--- src/rtl/dead_band_gen.sv ---
module dead_band_gen #(
  parameter int NUM_PH  = 3,
  parameter int CTRL_W  = 16,
  parameter int PRD_W   = 4,
  parameter int PS_W    = 3,
  parameter int PRD_LSB = 8,
  parameter int EN_LSB  = 5,
  parameter int PS_LSB  = 2,
  parameter int MAX_SH  = 5
) (
  input  logic              clk,
  input  logic              rst_n,
  input  logic [CTRL_W-1:0] ctrl,
  input  logic [NUM_PH-1:0] ph_in,
  output logic [NUM_PH-1:0] dt_p,
  output logic [NUM_PH-1:0] dt_n
);
  localparam int PRE_W = MAX_SH;

  logic [PRD_W-1:0]  prd;
  logic [PS_W-1:0]   ps_code;
  logic [PS_W-1:0]   shift;
  logic [NUM_PH-1:0] en;
  logic [PRE_W-1:0]  pre_lim;

  assign prd     = ctrl[PRD_LSB +: PRD_W];
  assign ps_code = ctrl[PS_LSB +: PS_W];
  assign en      = ctrl[EN_LSB +: NUM_PH];
  assign shift   = (int'(ps_code) > MAX_SH) ? PS_W'(MAX_SH) : ps_code;
  assign pre_lim = PRE_W'((32'd1 << shift) - 32'd1);

  for (genvar i = 0; i < NUM_PH; i++) begin : g_ph
    logic             prev_q, busy_q;
    logic [PRE_W-1:0] pre_q;
    logic [PRD_W-1:0] cnt_q;
    logic [PRD_W:0]   cnt_nx;
    logic             edge_w, tick, last;

    assign edge_w = ph_in[i] ^ prev_q;
    assign tick   = (pre_q == pre_lim);
    assign cnt_nx = {1'b0, cnt_q} + {{PRD_W{1'b0}}, 1'b1};
    assign last   = tick && (cnt_nx >= {1'b0, prd});

    always_ff @(posedge clk or negedge rst_n) begin
      if (!rst_n) begin
        prev_q <= 1'b0;
        busy_q <= 1'b0;
        pre_q  <= '0;
        cnt_q  <= '0;
      end else if (edge_w) begin
        prev_q <= ph_in[i];
        busy_q <= (prd != '0);
        pre_q  <= '0;
        cnt_q  <= '0;
      end else if (busy_q) begin
        if (tick) begin
          pre_q <= '0;
          cnt_q <= cnt_nx[PRD_W-1:0];
          if (last) busy_q <= 1'b0;
        end else begin
          pre_q <= pre_q + 1'b1;
        end
      end
    end

    assign dt_p[i] =  prev_q & ~(busy_q & en[i]);
    assign dt_n[i] = ~prev_q & ~(busy_q & en[i]);
  end
endmodule

--- config.mk ---
export PLATFORM = sky130hd
export DESIGN_NAME = dead_band_gen
export DESIGN_NICKNAME = d
export VERILOG_FILES = /design/src/rtl/dead_band_gen.sv
export SDC_FILE = /design/constraint.sdc
export NUM_CORES = 1
export LEC_CHECK = 0
export BUFFER_PORTS_ARGS = -buffer_cell sky130_fd_sc_hd__buf_2
export CORE_AREA = 2 2 70 72
export DETAILED_ROUTE_END_ITERATION = 8
export DIE_AREA = 0 0 72 74
export HOLD_SLACK_MARGIN = 0.1
export PLACE_DENSITY = 0.84
export SYNTH_ARGS = -nofsm -noshare
export SYNTH_HDL_FRONTEND = slang
export SYNTH_SLANG_ARGS = --single-unit
--- constraint.sdc ---
create_clock -name clk -period 3.8 [get_ports clk]
set_input_delay 0.57 -clock clk [delete_from_list [all_inputs] [get_ports clk]]
set_output_delay 0.57 -clock clk [all_outputs]
set_load 0.005 [all_outputs]
==> results.cfg, run 1 <==
[setup_path]
critical_path_class = in -> reg
cp_data_required_time_ns = 4.01
cp.arrival_ns = 2.71
end_kind = flop
start_kind = input port
crit_fanout = 8

[global_route]
met1_usage_pct = 25.9
overflow = 0
gr-usage-met3_pct = 5.15
top_usage_layer = met2
grt_pass1_vias = 1949
grtUsageMet2_pct = 34.1
grt_pass1_wl_microns = 8560
antenna_found_initial = 0
grt_max_degree = 34
grt_util_all_layers_pct = 20.5

[yosys]
synth_area_sq_um = 2450
ys_seq_area_share_pct = 33.7
synth_edf_count = 0
netlist.area_leader.share_pct = 33.7
synth_nets = 293
synth.distinct_cells = 53
synth_compound_area_share_pct = 20.1
synth_top_flop_cell = dfrtp_1
yosys.area.top_type = dfrtp_1
synth_top_family_by_area = compound AO/OA/AOI/OAI gates
yosys_warnings = 0
syn_inst = 253
synthAdderAreaFrac_pct = 9.70
synthXorXnorAreaFrac_pct = 11.0
ys_ff_latch = 33
syn_area_per_cell_sq_um = 9.68
yosys-top-cells-area = dfrtp_1 34%, ha_1 9.7%, xor2_1 5.0%
muxShareOfSynthArea_pct = 1.23
synthSimpleGateAreaFrac_pct = 20.0
synth-async-reset-ratio_pct = 100

[pwr]
power_mw = 0.945
p_leak_nw = 1.20
power.density_nw_per_um2 = 356
ir_worst_vdd_mv = 0.175

[cts]
numCtsBuffers = 5
cts-root-buf = clkbuf_8
clk_pin_slew_ns = 0.07
insertion_delay_ns = 0.29
postCtsSetupBuffers = 0
clock_sinks = 33
ctsHtreeMaxLevel = 2
cts_resized = 0
clockBufferDepth = 2
hold_buffers = 0
cts_tree = yes

[detailed_routing]
vias = 1967
wirelength_microns = 4960
final_antenna_net_count = 0
vias_per_cell = 6.03
drt-pass1-iter-count = 4
drt-initial-drc-count = 84
wl_per_cell_microns = 15.2
drc = 0

[placement]
port_buffers = 20
place_ws_ns = 0.995
dpl.hpwl_microns = 3540
dp.cells = 318
dpl_cell_area_sq_um = 2540
globalplace.congestion = 0.876

[floorplanning]
dieWidth_microns = 72
die_h_microns = 74
initial_utilization_pct = 53.3
pin_count = 27
core_area_sq_um = 4600
rows = 25
die_area_sq_um = 5330

[timing]
holdWs_ns = 0.346
slew_headroom_pct = 45.2
finClkSkew_ns = 0.00649
period_share_pct = 65.8
rsz0062_at_grt = no
slew_viol_final = 0
hold_violations = 0
setup_viol = 0
fin_ws_ns = 1.30
timing.fmax_mhz = 400
fin_crit_ns = 2.50
setup_tns_ns = 0
worstMarginPinSlew_ns = 0.819

[layout]
fin_nets = 311
diodes = 0
stdcell_area_sq_um = 2660
fillerInstances = 385
drive_gt1_share_pct = 14.3
fin_util_pct = 57.7
final_cells = 326
area_delta_synth_final_pct = 8.38

[status]
status = complete, no violations

[worst_hold_path]
hp-class = in -> async

[run]
maxCapViolations = 0
-- report_power, final --
part,switching (mW),leakage (nW),internal (mW)
Combinational,0.102,0.707,0.0820
Clock,0.135,0.0585,0.214
Sequential,0.0396,0.435,0.374
Total,0.276,1.20,0.670
-- Yosys cell counts (all sizes together), types with 4 or more instances --
cell type / instances
a31oi: 7
o21ai: 25
clkbuf: 5
xnor2: 9
nand3: 11
o31ai: 4
or4: 4
nand2: 18
nor2b: 5
nand2b: 6
a21oi: 15
ha: 19
xor2: 14
nand3b: 4
nor3b: 4
nor2: 15
or3: 5
dfrtp: 33
inv: 6
-- sequential cells by signal (all words and copies together), names as in the netlist --
name	count
g_ph.cnt_q	12
g_ph.busy_q	3
g_ph.prev_q	3
g_ph.pre_q	15
-- critical path, cell delays in order --
cell	delay [ns]
buf_2	0.15
or3_4	0.42
ha_1	0.39
xnor2_1	0.15
nor2_1	0.28
o2111ai_4	0.23
or3_1	0.35
a21oi_1	0.15
-- logic make-up (layout without fill, tap and decap cells) --
family                     after synthesis  after routing
AOI/OAI and AO/OA                       70             70
DFF                                     33             33
buffers and inverters                   16             35
xor gates and xnor gates                26             26
muxes                                    3              3
and+or+nand+nor                         86             86
adders and majority gates               19             19
-- final timing paths --
check	cells after the start	slack [ns]	to	from
worst max register to register	5	1.78	g_ph[0].pre_q[4]$_DFFE_PN0P_	g_ph[0].pre_q[0]$_DFFE_PN0P_
min in group clk	1	0.41	g_ph[2].prev_q$_DFFE_PN0N_	ph_in[2]
max in group asynchronous	1	2.97	g_ph[0].cnt_q[1]$_DFFE_PN0P_	rst_n
worst min-delay path	1	0.35	g_ph[2].cnt_q[2]$_DFFE_PN0P_	rst_n
worst min register to register	2	0.55	g_ph[2].cnt_q[1]$_DFFE_PN0P_	g_ph[2].cnt_q[1]$_DFFE_PN0P_
worst max-delay path	8	1.30	g_ph[2].cnt_q[2]$_DFFE_PN0P_	ctrl[2]
-- routing by layer --
| layer | vias up | share of wire, % |
|---|---|---|
| met5 | - | 0 |
| met2 | 41 | 49 |
| li1 | 967 | - |
| met3 | 8 | 3.3 |
| met1 | 951 | 45 |
| met4 | 0 | 1.9 |
-- cells in the final DEF, fill, tap and decap left out, drive strengths merged, types with 4 or more instances in the layout --
cell and count:
clkbuf 7, dfrtp 33, inv 6, nor2 15, nor3b 4, a31oi 7, o31ai 4, a21oi 15
nand3b 4, xnor2 9, nand3 11, buf 20, o21ai 25, nand2 18, ha 19, nand2b 6
nor2b 5, or4 4, xor2 14, or3 5
-- final cells by class --
| class | count | area [sq um] | share of cell area, % |
|---|---|---|---|
| Sequential cell | 33 | 826 | 31.1 |
| Tap cell | 54 | 67.6 | 2.54 |
| Timing Repair Buffer | 20 | 100 | 3.77 |
| Inverter | 7 | 26.3 | 0.990 |
| Clock inverter | 1 | 30.0 | 1.13 |
| Multi-Input combinational cell | 204 | 1520 | 57.2 |
| Clock buffer | 7 | 86.3 | 3.25 |
Note: power is estimated with default switching activity, not from simulation.
==> run 2: changes to the inputs <==
Settings changed: ABC_AREA set to 1, CORE_AREA 2 2 70 72 to 2 2 69 71, DIE_AREA 0 0 72 74 to 0 0 71 73, PLACE_DENSITY 0.84 to 0.83.
Clock period 3.8 ns to 2.35 ns, I/O delays scaled along.
==> results.cfg, run 2 <==
[placement]
dp.cells = 383
port_buffers = 20
dpl.hpwl_microns = 3550
dpl_cell_area_sq_um = 2490
globalplace.congestion = 0.844
place_ws_ns = 0.198

[global_route]
grt_util_all_layers_pct = 19.3
grt_pass1_wl_microns = 7980
grt_pass1_vias = 1843
grt_max_degree = 34
antenna_found_initial = 0
overflow = 0

[setup_path]
cp_data_required_time_ns = 2.53
cpPeakStageDelay_ns = 0.36
cp.arrival_ns = 2.05
cpMostUsedCell = nand2_1
critical_path_class = in -> reg
r2r_cells = 7
start_kind = input port
crit_fanout = 5
crit_path_top_delay_cell = ha_1
path_cells = buf_2 -> nor2_4 -> nand2_2 -> ha_1 -> inv_1 -> nand2_1 -> nand2_1 -> nor2_1 -> nand2_1 -> nor2_1 -> nand3_1 -> nand2_1 -> nor2_1
reg2reg_from = g_ph[1].cnt_q[0]$_DFFE_PN0P_
end_kind = flop
regToRegSetupSlack_ns = 0.70
worstReg2RegEnd = g_ph[1].busy_q$_DFF_PN0_

[layout]
final_cell_mix = 80 x nand2_1, 47 x inv_1, 37 x nand3_1
drive_gt1_share_pct = 13.4
final_common_cell = nand2_1
area_delta_synth_final_pct = 11.0
fin_nets = 376
reg_top3 = g_ph.pre_q: 15 flops, g_ph.cnt_q: 12 flops
register_area_sq_um = 826
final_cells = 391
stdcell_area_sq_um = 2590
diodes = 0
top_register = g_ph.pre_q
multi_input_area_sq_um = 1300
largest_reg_flops = 15
fillerInstances = 415

[cts]
postCtsSetupBuffers = 0
cts-root-buf = clkbuf_8
clockBufferDepth = 2
hold_buffers = 0
clock_sinks = 33
cts_tree = yes
insertion_delay_ns = 0.29
clk_pin_slew_ns = 0.07
ctsHtreeMaxLevel = 2
cts_resized = 0
numCtsBuffers = 5

[pwr]
ir_worst_vdd_mv = 0.623
p_leak_nw = 1.42
power.density_nw_per_um2 = 667

[yosys]
synth_area_sq_um = 2330
synth_nets = 354
synth_common_cells = 80 x nand2_1, 47 x inv_1, 37 x nand3_1
muxShareOfSynthArea_pct = 0
yosys_warnings = 0
synth-async-reset-ratio_pct = 100
synth_edf_count = 0
yosysMostFrequentCell = nand2_1
synth_compound_area_share_pct = 5.68
synthSimpleGateAreaFrac_pct = 32.7
syn_inst = 314
synth_top_flop_cell = dfrtp_1
synth_top_family_by_area = simple AND/OR/NAND/NOR gates
synth.distinct_cells = 23
netlist.area_leader.share_pct = 35.4
syn_area_per_cell_sq_um = 7.43
yosys.area.top_type = dfrtp_1
ys_seq_area_share_pct = 35.4
yosys-top-cells-area = dfrtp_1 35%, nand2_1 13%, ha_1 10%
ys_ff_latch = 33
synthAdderAreaFrac_pct = 10.2
synthXorXnorAreaFrac_pct = 7.08

[timing]
holdWs_ns = 0.116
setup_viol = 0
setup_tns_ns = 0
hold_violations = 0
slew_viol_final = 0
rsz0062_at_grt = no
finClkSkew_ns = 0.00837
slew_headroom_pct = 50.8
fin_ws_ns = 0.480
worstMarginPinSlew_ns = 0.738
period_share_pct = 79.6
timing.fmax_mhz = 535
fin_crit_ns = 1.87

[detailed_routing]
wl_per_cell_microns = 11.7
vias = 2008
vias_per_cell = 5.14
drc = 0
drt-pass1-iter-count = 4
drt-initial-drc-count = 89
final_antenna_net_count = 0
wirelength_microns = 4590

[run]
maxCapViolations = 0

[worst_hold_path]
hp-class = in -> async

[floorplanning]
rows = 25
die_area_sq_um = 5180
core_area_sq_um = 4540
pin_count = 27
initial_utilization_pct = 51.4
die_h_microns = 73
dieWidth_microns = 71

[status]
status = complete, no violations
## run 2: worst max path at each step
| stage | from | slack (ns) | end |
|---|---|---|---|
| finish | ctrl[2] | 0.48 | g_ph[2].pre_q[3]$_DFFE_PN0P_ |
| global route | ctrl[2] | 0.30 | g_ph[2].pre_q[3]$_DFFE_PN0P_ |
| CTS | ctrl[2] | 0.50 | g_ph[2].pre_q[3]$_DFFE_PN0P_ |
| detailed placement | ctrl[2] | 0.20 | g_ph[2].pre_q[3]$_DFFE_PN0P_ |
| global placement | ctrl[2] | 0.21 | g_ph[2].pre_q[3]$_DFFE_PN0P_ |
| floorplan | ctrl[2] | 0.63 | g_ph[1].pre_q[3]$_DFFE_PN0P_ |
## run 2: stage by stage
stage | util [%] | power (mW)
3_3_place_gp | 54.9 | 1.23
3_5_place_dp | 54.9 | 1.25
4_1_cts | 57.1 | 1.74
2_1_floorplan | - | 1.12
6_report | 57.1 | 1.73
5_1_grt | 57.1 | 1.86
## run 2: logic make-up after synthesis
logic type               count (synthesis)
buffers and inverters                   56
adder cells (fa/ha/maj)                 19
AO/OA/AOI/OAI                           23
AND/OR/NAND/NOR                        165
flip-flops                              33
XOR/XNOR                                18
## run 2: power by group
part / internal [mW] / leakage (nW) / switching, mW
registers: 0.649 / 0.434 / 0.121
clock network: 0.265 / 0.0542 / 0.215
logic: 0.187 / 0.937 / 0.291
## run 2: area by class of cell
type	count	area share, %
multi-input combinational	225	50.1
sequential	33	31.9
inverter	49	7.10
timing repair buffer	22	4.44
clock buffer	7	3.72
tap	54	2.61
clock inverter	1	0.193
## run 2: routing by layer
| layer | share of wire (%) | up-vias | track usage, % |
|---|---|---|---|
| met3 | 3.7 | 6 | 4.28 |
| met4 | 1.3 | 0 | 6.92 |
| met5 | 0 | - | 0 |
| li1 | - | 1057 | - |
| met1 | 47 | 914 | 24.3 |
| met2 | 48 | 31 | 32.9 |
## run 2: critical path: cells and delay by family
kind / cells / cell delay (ns)
fa+ha+maj: 1 / 0.36
buf+inv: 2 / 0.21
simple gates: 10 / 1.12
==> run 3: changes to the inputs <==
Settings changed: CORE_AREA 2 2 69 71 to 2 2 70 72, DIE_AREA 0 0 71 73 to 0 0 72 74, PLACE_DENSITY 0.83 to 0.84.
Clock period 2.35 ns to 1.6 ns, I/O delays scaled along.
==> results.cfg, run 3 (same netlist as run 2, synthesis figures left out) <==
[setup_path]
critical_path_class = reg -> reg
crit_fanout = 2
regToRegSetupSlack_ns = 0.05
end_kind = flop
path_cells = ha_2 -> xor2_1 -> ha_1 -> a21boi_1 -> o21ai_1 -> nand2_1 -> nand3_1
start_kind = flop
crit_path_top_delay_cell = dfrtp_1
cp.arrival_ns = 1.79
cpPeakStageDelay_ns = 0.39
cpLargestDelayFamily = adder cells
cp_num_buf_inv = 0
cp_data_required_time_ns = 1.84

[pwr]
p_leak_nw = 1.54
p_int_mw = 1.57
clockPowerShare_pct = 24.8
comb_power_share_pct = 30.6
seqPwrFrac_pct = 44.7
power.density_nw_per_um2 = 900
ir_worst_vdd_mv = 0.524
p_sw_mw = 0.970
switching_share_pct = 38.2

[global_route]
grt_util_all_layers_pct = 20.5
antenna_found_initial = 0
overflow = 0
grt_max_degree = 34
grt_pass1_wl_microns = 8510
grt_pass1_vias = 2031

[layout]
final_common_cell = nand2_1
register_area_sq_um = 826
top_register = g_ph.pre_q
fin_nets = 401
largest_reg_flops = 15
reg_top3 = g_ph.pre_q: 15 flops, g_ph.cnt_q: 12 flops
final_cell_mix = 79 x nand2_1, 47 x inv_1, 35 x nand3_1
multi_input_area_sq_um = 1350
drive_gt1_share_pct = 20.7
area_delta_synth_final_pct = 20.9
fillerInstances = 394
stdcell_area_sq_um = 2820
diodes = 0

[detailed_routing]
drt-pass1-iter-count = 4
wirelength_microns = 5150
drt-initial-drc-count = 105
vias = 2114
wl_per_cell_microns = 12.4
drc = 0
final_antenna_net_count = 0
vias_per_cell = 5.08

[worst_hold_path]
hp-class = in -> reg

[timing]
worstMarginPinSlew_ns = 0.439
fin_crit_ns = 1.55
slew_viol_final = 0
finClkSkew_ns = 0.00575
rsz0062_at_grt = yes
holdWs_ns = 0.339
slew_headroom_pct = 70.5
timing.fmax_mhz = 647
hold_violations = 0
period_share_pct = 96.6
setup_viol = 0

[floorplanning]
dieWidth_microns = 72
core_area_sq_um = 4600
rows = 25
die_area_sq_um = 5330
die_h_microns = 74
pin_count = 27
initial_utilization_pct = 50.7

[cts]
clk_pin_slew_ns = 0.07
ctsHtreeMaxLevel = 2
clock_sinks = 33
cts_tree = yes
clockBufferDepth = 2
cts-root-buf = clkbuf_8
insertion_delay_ns = 0.30
numCtsBuffers = 5

[placement]
port_buffers = 20
globalplace.congestion = 0.813
dpl.hpwl_microns = 3820
dpl_cell_area_sq_um = 2610

[run]
maxCapViolations = 0

[status]
status = complete, no violations
[run 3: tightest hold or removal path, delay by kind of cell]
family,cells,cell delay (ns)
AND/OR/NAND/NOR,4,0.29
buffers and inverters,1,0.08
[run 3: power groups by stage]
stage,clock (mW),combinational (mW),sequential [mW]
after floorplan,0,0.560,1.08
after global placement,0,0.708,1.14
after detailed placement,0,0.736,1.14
after CTS,0.637,0.752,1.13
after global routing,0.667,0.902,1.16
final,0.630,0.777,1.13
[run 3: worst paths after layout]
check | startpoint | endpoint | cells past startpoint
worst max-delay path | g_ph[2].cnt_q[0]$_DFFE_PN0P_ | g_ph[2].busy_q$_DFF_PN0_ | 7
worst min-delay path | ctrl[11] | g_ph[0].busy_q$_DFF_PN0_ | 5
worst max register to register | g_ph[2].cnt_q[0]$_DFFE_PN0P_ | g_ph[2].busy_q$_DFF_PN0_ | 7
worst min register to register | g_ph[2].cnt_q[3]$_DFFE_PN0P_ | g_ph[2].cnt_q[3]$_DFFE_PN0P_ | 2
max in group asynchronous | rst_n | g_ph[1].busy_q$_DFF_PN0_ | 3
min in group asynchronous | rst_n | g_ph[2].pre_q[4]$_DFFE_PN0P_ | 3
[run 3: final cells by class]
cell class                 instances  area share, %
timing repair buffer              47           11.1
sequential                        33           29.3
multi-input combinational        225           47.7
inverter                          49           6.52
clock buffer                       5           2.44
clock inverter                     3          0.621
tap                               54           2.39
[run 3: through the flow]
| stage | util [%] | worst slack (ns) | TNS, ns | instances | total power [mW] |
|---|---|---|---|---|---|
| after floorplan | - | 0.0294 | 0 | 314 | 1.64 |
| after global placement | 56.7 | -0.200 | -3.35 | 397 | 1.85 |
| after CTS | 59.6 | 0.00117 | 0 | 410 | 2.52 |
| final | 61.4 | 0.0546 | 0 | 416 | 2.54 |
| after global routing | 61.4 | -0.0649 | -0.0935 | 416 | 2.73 |
| after detailed placement | 56.7 | -0.218 | -4.46 | 397 | 1.88 |
[run 3: per-layer routing]
metal	GRT usage, %	share of wire (%)
met1	24.4	43
met5	0	0
met3	4.61	4.6
met4	8.81	1.4
met2	36.1	51
[run 3: repair_timing]
| item | CTS | global route |
|---|---|---|
| pin swaps | 0 | 4 |
| endpoints found under the hold margin | 36 | 0 |
| endpoints found under the setup margin | 1 | 19 |
| setup buffers | 1 | 6 |
| hold buffers | 4 | 0 |
| gates cloned | 0 | 0 |
| gates resized for setup | 0 | 15 |
